## src/rtl/spi_seq_pkg.sv

```systemverilog
package spi_seq_pkg;

    localparam int CMD_W   = 16;
    localparam int BYTE_W  = 8;
    localparam int CS_W    = 8;
    localparam int ARG1_W  = 4;
    localparam int UNIT_W  = BYTE_W + 1;

    localparam logic [3:0] OPC_XFER = 4'd0;
    localparam logic [3:0] OPC_CSEL = 4'd1;
    localparam logic [3:0] OPC_WREG = 4'd2;
    localparam logic [3:0] OPC_MISC = 4'd3;

    typedef struct packed {
        logic [3:0]        op;
        logic [ARG1_W-1:0] a1;
        logic [BYTE_W-1:0] a2;
    } instr_t;

    typedef enum logic [2:0] {
        K_NOP,
        K_XFER,
        K_CSEL,
        K_WDIV,
        K_WCFG,
        K_SLEEP,
        K_SYNC
    } kind_t;

    typedef enum logic [1:0] {
        S_FETCH,
        S_WAIT,
        S_XFER
    } seq_state_t;

    typedef enum logic [1:0] {
        X_IDLE,
        X_LOAD,
        X_SHIFT,
        X_PUSH
    } xfer_state_t;

    typedef struct packed {
        logic              wr;
        logic              rd;
        logic [BYTE_W-1:0] last;
    } xfer_req_t;

    function automatic kind_t classify(instr_t i);
        kind_t k;
        k = K_NOP;
        case (i.op)
            OPC_XFER: k = K_XFER;
            OPC_CSEL: k = K_CSEL;
            OPC_WREG: begin
                if (i.a1 == 4'd0)      k = K_WDIV;
                else if (i.a1 == 4'd1) k = K_WCFG;
            end
            OPC_MISC: begin
                if (i.a1 == 4'd0)      k = K_SYNC;
                else if (i.a1 == 4'd1) k = K_SLEEP;
            end
            default: k = K_NOP;
        endcase
        return k;
    endfunction

endpackage

```

## src/rtl/spi_seq_timer.sv

```systemverilog
module spi_seq_timer #(
    parameter int UNIT_W = 9,
    parameter int DIV_W  = 8
) (
    input  logic              clk,
    input  logic              rst,
    input  logic              load,
    input  logic [UNIT_W-1:0] units,
    input  logic [DIV_W-1:0]  div,
    output logic              expire
);
    logic [UNIT_W-1:0] unit_cnt;
    logic [DIV_W-1:0]  tick_cnt;
    logic [DIV_W-1:0]  div_q;

    always_ff @(posedge clk) begin
        if (rst) begin
            unit_cnt <= '0;
            tick_cnt <= '0;
            div_q    <= '0;
        end else if (load) begin
            unit_cnt <= units;
            tick_cnt <= div;
            div_q    <= div;
        end else if (unit_cnt != '0) begin
            if (tick_cnt == '0) begin
                unit_cnt <= unit_cnt - 1'b1;
                tick_cnt <= div_q;
            end else begin
                tick_cnt <= tick_cnt - 1'b1;
            end
        end
    end

    assign expire = (unit_cnt == UNIT_W'(1)) && (tick_cnt == '0);

endmodule

```

## src/rtl/spi_seq_regs.sv

```systemverilog
module spi_seq_regs #(
    parameter int CS_W   = 8,
    parameter int BYTE_W = 8
) (
    input  logic              clk,
    input  logic              rst,
    input  logic              div_we,
    input  logic              cfg_we,
    input  logic              cs_we,
    input  logic              sync_we,
    input  logic [BYTE_W-1:0] wdata,
    output logic [CS_W-1:0]   cs_n,
    output logic [BYTE_W-1:0] clk_div,
    output logic [BYTE_W-1:0] spi_cfg,
    output logic [BYTE_W-1:0] sync_id,
    output logic              sync_pulse
);
    localparam int CS_COPY = (CS_W < BYTE_W) ? CS_W : BYTE_W;

    logic [CS_W-1:0] cs_next;

    generate
        if (CS_W > BYTE_W) begin : g_wide_cs
            assign cs_next = {{(CS_W-BYTE_W){1'b1}}, wdata};
        end else begin : g_narrow_cs
            assign cs_next = wdata[CS_COPY-1:0];
        end
    endgenerate

    always_ff @(posedge clk) begin
        if (rst) begin
            cs_n       <= '1;
            clk_div    <= '0;
            spi_cfg    <= '0;
            sync_id    <= '0;
            sync_pulse <= 1'b0;
        end else begin
            sync_pulse <= sync_we;
            if (cs_we)   cs_n    <= cs_next;
            if (div_we)  clk_div <= wdata;
            if (cfg_we)  spi_cfg <= wdata;
            if (sync_we) sync_id <= wdata;
        end
    end

endmodule

```

## src/rtl/spi_seq_xfer.sv

```systemverilog
module spi_seq_xfer
    import spi_seq_pkg::*;
#(
    parameter int BYTE_W = 8
) (
    input  logic              clk,
    input  logic              rst,
    input  logic              start,
    input  xfer_req_t         req,
    input  logic              tx_valid,
    input  logic [BYTE_W-1:0] tx_data,
    output logic              tx_ready,
    output logic              sh_start,
    output logic [BYTE_W-1:0] sh_wdata,
    input  logic              sh_done,
    input  logic [BYTE_W-1:0] sh_rdata,
    output logic              rx_valid,
    output logic [BYTE_W-1:0] rx_data,
    input  logic              rx_ready,
    output logic              done
);
    xfer_state_t       st;
    logic              wr_q;
    logic              rd_q;
    logic [BYTE_W-1:0] cnt;
    logic [BYTE_W-1:0] rx_q;
    logic              last_byte;

    assign last_byte = (cnt == '0);

    always_ff @(posedge clk) begin
        if (rst) begin
            st   <= X_IDLE;
            wr_q <= 1'b0;
            rd_q <= 1'b0;
            cnt  <= '0;
            rx_q <= '0;
        end else begin
            case (st)
                X_IDLE: begin
                    if (start) begin
                        wr_q <= req.wr;
                        rd_q <= req.rd;
                        cnt  <= req.last;
                        st   <= X_LOAD;
                    end
                end
                X_LOAD: begin
                    if (sh_start) st <= X_SHIFT;
                end
                X_SHIFT: begin
                    if (sh_done) begin
                        rx_q <= sh_rdata;
                        if (rd_q) begin
                            st <= X_PUSH;
                        end else if (last_byte) begin
                            st <= X_IDLE;
                        end else begin
                            cnt <= cnt - 1'b1;
                            st  <= X_LOAD;
                        end
                    end
                end
                X_PUSH: begin
                    if (rx_ready) begin
                        if (last_byte) begin
                            st <= X_IDLE;
                        end else begin
                            cnt <= cnt - 1'b1;
                            st  <= X_LOAD;
                        end
                    end
                end
                default: st <= X_IDLE;
            endcase
        end
    end

    always_comb begin
        tx_ready = (st == X_LOAD) && wr_q;
        sh_start = (st == X_LOAD) && (!wr_q || tx_valid);
        sh_wdata = wr_q ? tx_data : '0;
        rx_valid = (st == X_PUSH);
        rx_data  = rx_q;
        done     = ((st == X_SHIFT) && sh_done && !rd_q && last_byte) ||
                   ((st == X_PUSH) && rx_ready && last_byte);
    end

endmodule

```

## src/rtl/spi_cmd_seq.sv

```systemverilog
module spi_cmd_seq
    import spi_seq_pkg::*;
(
    input  logic                clk,
    input  logic                rst,
    input  logic                cmd_valid,
    input  logic [CMD_W-1:0]    cmd_data,
    output logic                cmd_ready,
    input  logic                tx_valid,
    input  logic [BYTE_W-1:0]   tx_data,
    output logic                tx_ready,
    output logic                sh_start,
    output logic [BYTE_W-1:0]   sh_wdata,
    input  logic                sh_done,
    input  logic [BYTE_W-1:0]   sh_rdata,
    output logic                rx_valid,
    output logic [BYTE_W-1:0]   rx_data,
    input  logic                rx_ready,
    output logic [CS_W-1:0]     cs_n,
    output logic [BYTE_W-1:0]   clk_div,
    output logic [BYTE_W-1:0]   spi_cfg,
    output logic                sync_pulse,
    output logic [BYTE_W-1:0]   sync_id
);
    seq_state_t        state;
    instr_t            ins;
    kind_t             kind;
    logic              accept;
    logic              timer_load;
    logic              timer_expire;
    logic [UNIT_W-1:0] timer_units;
    logic              xfer_start;
    logic              xfer_done;
    xfer_req_t         xreq;

    assign ins    = instr_t'(cmd_data);
    assign kind   = classify(ins);
    assign cmd_ready = (state == S_FETCH);
    assign accept = cmd_valid && cmd_ready;

    always_comb begin
        timer_load  = 1'b0;
        timer_units = '0;
        if (accept && kind == K_SLEEP) begin
            timer_load  = 1'b1;
            timer_units = UNIT_W'(ins.a2) + 1'b1;
        end else if (accept && kind == K_CSEL && ins.a1 != '0) begin
            timer_load  = 1'b1;
            timer_units = UNIT_W'(ins.a1);
        end
    end

    assign xfer_start = accept && (kind == K_XFER);
    assign xreq.wr    = ins.a1[0];
    assign xreq.rd    = ins.a1[1];
    assign xreq.last  = ins.a2;

    always_ff @(posedge clk) begin
        if (rst) begin
            state <= S_FETCH;
        end else begin
            case (state)
                S_FETCH: begin
                    if (xfer_start)      state <= S_XFER;
                    else if (timer_load) state <= S_WAIT;
                end
                S_WAIT: if (timer_expire) state <= S_FETCH;
                S_XFER: if (xfer_done)    state <= S_FETCH;
                default: state <= S_FETCH;
            endcase
        end
    end

    spi_seq_regs #(
        .CS_W   (CS_W),
        .BYTE_W (BYTE_W)
    ) u_regs (
        .clk        (clk),
        .rst        (rst),
        .div_we     (accept && kind == K_WDIV),
        .cfg_we     (accept && kind == K_WCFG),
        .cs_we      (accept && kind == K_CSEL),
        .sync_we    (accept && kind == K_SYNC),
        .wdata      (ins.a2),
        .cs_n       (cs_n),
        .clk_div    (clk_div),
        .spi_cfg    (spi_cfg),
        .sync_id    (sync_id),
        .sync_pulse (sync_pulse)
    );

    spi_seq_timer #(
        .UNIT_W (UNIT_W),
        .DIV_W  (BYTE_W)
    ) u_timer (
        .clk    (clk),
        .rst    (rst),
        .load   (timer_load),
        .units  (timer_units),
        .div    (clk_div),
        .expire (timer_expire)
    );

    spi_seq_xfer #(
        .BYTE_W (BYTE_W)
    ) u_xfer (
        .clk      (clk),
        .rst      (rst),
        .start    (xfer_start),
        .req      (xreq),
        .tx_valid (tx_valid),
        .tx_data  (tx_data),
        .tx_ready (tx_ready),
        .sh_start (sh_start),
        .sh_wdata (sh_wdata),
        .sh_done  (sh_done),
        .sh_rdata (sh_rdata),
        .rx_valid (rx_valid),
        .rx_data  (rx_data),
        .rx_ready (rx_ready),
        .done     (xfer_done)
    );

endmodule

```

## config.mk

```make
export PLATFORM = sky130hd
export DESIGN_NAME = spi_cmd_seq
export DESIGN_NICKNAME = d
export VERILOG_FILES = /design/src/rtl/spi_seq_pkg.sv /design/src/rtl/spi_seq_timer.sv /design/src/rtl/spi_seq_regs.sv /design/src/rtl/spi_seq_xfer.sv /design/src/rtl/spi_cmd_seq.sv
export SDC_FILE = /design/constraint.sdc
export NUM_CORES = 1
export LEC_CHECK = 0
export ABC_AREA = 1
export CAP_MARGIN = 20
export CORE_ASPECT_RATIO = 1.1
export CORE_MARGIN = 4
export CORE_UTILIZATION = 35
export DETAILED_ROUTE_END_ITERATION = 7
export GPL_TIMING_DRIVEN = 0
export PLACE_DENSITY = 0.63
export SETUP_SLACK_MARGIN = 0.15
export SYNTH_ARGS = -nofsm -noshare
export SYNTH_HDL_FRONTEND = slang
export SYNTH_HIERARCHICAL = 1
export SYNTH_SLANG_ARGS = --single-unit
```

## constraint.sdc

```tcl
create_clock -name clk -period 3.7 [get_ports clk]
set_input_delay 1.11 -clock clk [delete_from_list [all_inputs] [get_ports clk]]
set_output_delay 1.11 -clock clk [all_outputs]
set_load 0.005 [all_outputs]
```

==> run summary <==
final design utilization - 46.6%
Post-DP HPWL - 9.45 mm
IO Pins - 91
Max Freq - 296 MHz
via/cell ratio - 4.84
Area Growth Syn to Fin - 31.1%
global-route usage over all layers - 17.6%
predominant post-synthesis flop cell - dfxtp_1
initial drt markers - 220
Worst IR Drop VDD - 0.000330 V
post-DR wirelength/cell - 13.1 um
initial antenna violation count - 0
worst hold-check path type - reg2reg
vias - 4595
Area after DPL - 5570 um^2
Post-CTS Resized - 0
largest family of logic cells by synthesized area - simple AND/OR/NAND/NOR gates
register area - 1600 um^2
Final Cell Area - 5870 um^2
Max Cap Viol - 0
FF+latch count, synth - 80
DRT Wirelength - 12.5 mm
area of the multi-input gates - 2390 um^2
Post-CTS Setup Bufs - 0
CP endpoint kind - output pin
GP Congestion - 0.880
outcome - finished, final reports clean
Post-Syn Nets - 731
Chip Width - 116 um
max-slew violations - 0
Longest Clk Path Bufs - 2
Setup WS pre-CTS - 288 ps
# fillers - 1355
Tmin final - 3370 ps
CTS tree - done
Final Cycle Share - 91.2%
CTS Sinks - 80
normalized max-slew margin - 65.4%
xor and xnor area share after synthesis - 1.76%
Post-Syn Area - 4480 um^2
Post-Synth Adder-Cell Area - 1.68%
Detail Route Antenna Nets - 0
cts hold-fix bufs - 0
reg2reg setup slack - 1570 ps
number of buffers created by CTS - 9
overall power - 0.00365 W
Crit Path Class - in2out
Max FO, Critical Path - 2
Hold Fails Final Rpt - 0
Seq/Total Area, Yosys - 35.8%
Initial Util - 35.6%
largest net degree at the start of global routing - 15
Worst-Margin Slew - 518 ps
Synth Instances - 687
Synthesis Warnings - 6
P_leak - 2.61 nW
global route total overflow - 0
Setup Viol. Count Final - 0
Arr. time, crit path - 2260 ps
drt first pass iters - 5
most common cell after layout, fill and taps aside - nand2_1
vias in the first global route - 4341
# port buffers - 90
post-synthesis async set-or-reset flop share - 0%
Root Driver - clkbuf_16
commonest cells after routing, fill and taps aside - nand2_1 (189), nor2_1 (121), clkdlybuf4s50_1 (90)
setup slack after layout - 327 ps
Synth Area in Simple Gates - 39.9%
core box area - 12600 um^2
RSZ-0062 raised after global routing - no
Compound-Gate Fraction of Synth Area - 9.95%
Skew-Pair Late Insertion Delay - 350 ps
first-pass GRT wire length - 20.6 mm
Die Span Y - 127 um
multiplexer share of the synthesized area - 0.224%
critical path required time - 2590 ps
Post-synth EDFFs - 0
share of cells above drive strength 1 - 9.96%
Syn Area/Cell - 6.52 um^2
Synth cell types - 40
n_diodes - 0
P per Cell Area - 623 nW/um^2
clock-pin slew on the worst setup and hold paths - 60 ps
row count - 43
crit start category - primary input
die area - 14700 um^2
layout net count - 832
worst clock skew - 9.28 ps
H-tree levels - 3
Setup TNS - 0 ps
DRC viols - 0
logic make-up after synthesis:
logic type / count (synthesis)
and+or+nand+nor: 405
buffers and inverters: 102
AOI/OAI and AO/OA: 84
DFF: 80
xor gates and xnor gates: 9
adders and majority gates: 6
muxes: 1
critical path: stages:
cell and delay, ps:
clkdlybuf4s50_1 450, inv_1 50, a21oi_1 130, clkdlybuf4s50_1 520
registers in the layout, indices dropped and copies added (netlist names), 2 cells and up:
register / cells
state: 2
u_xfer/rx_data: 8
u_regs/cs_n: 8
u_regs/sync_id: 8
u_timer/unit_cnt: 9
u_xfer/st: 2
u_regs/spi_cfg: 8
u_timer/tick_cnt: 8
u_timer/div_q: 8
u_xfer/cnt: 8
u_regs/clk_div: 8
power by group:
part           total (W)  leakage, nW  internal (W)  switching, W
Sequential       0.00110        0.650      0.000990      0.000110
Clock           0.000896        0.147      0.000526      0.000369
Combinational    0.00166         1.81      0.000625       0.00103
Yosys cell counts, types with 7 or more instances:
cell	count	share of area, %
buf_6	10	2.5
nand2_2	9	1.3
inv_2	7	0.59
nor2_2	10	1.4
nand3_1	44	4.9
a21oi_1	33	3.7
dfxtp_1	80	36
o21ai_0	40	4.5
nor2_1	121	10
nand2_1	189	16
inv_1	72	6.0
metal layers:
| layer | global-route usage [%] | vias up | routed length (um) |
|---|---|---|---|
| li1 | - | 2354 | - |
| met1 | 21.5 | 2112 | 5480 |
| met2 | 29.7 | 111 | 6160 |
| met3 | 4.63 | 18 | 639 |
| met4 | 6.14 | 0 | 199 |
| met5 | 0 | - | 0 |
area by class of cell:
type                       count  share of cell area, %
clock buffer                  10                   3.90
inverter                      80                   5.16
sequential                    80                   27.3
timing repair buffer          90                   15.3
multi-input combinational    505                   40.8
buffer                        22                   3.05
tap                          157                   3.35
clock inverter                 6                   1.13
metrics by stage:
| step | instances | hold slack (ps) |
|---|---|---|
| 6_report | 950 | 470 |
| 5_1_grt | 950 | 495 |
| 4_1_cts | 950 | 471 |
| 3_5_place_dp | 934 | 454 |
| 3_3_place_gp | 934 | 455 |
| 2_1_floorplan | 687 | 443 |
path summary, 6_finish.rpt:
| kind | start | endpoint | cells after the start |
|---|---|---|---|
| min | u_regs/cs_n[3] | u_regs/cs_n[3] | 2 |
| min reg2reg | u_regs/cs_n[3] | u_regs/cs_n[3] | 2 |
| max | tx_valid | sh_start | 4 |
| max reg2reg | state[0] | u_timer/tick_cnt[7] | 12 |
Note: power is estimated with default switching activity, not from simulation.
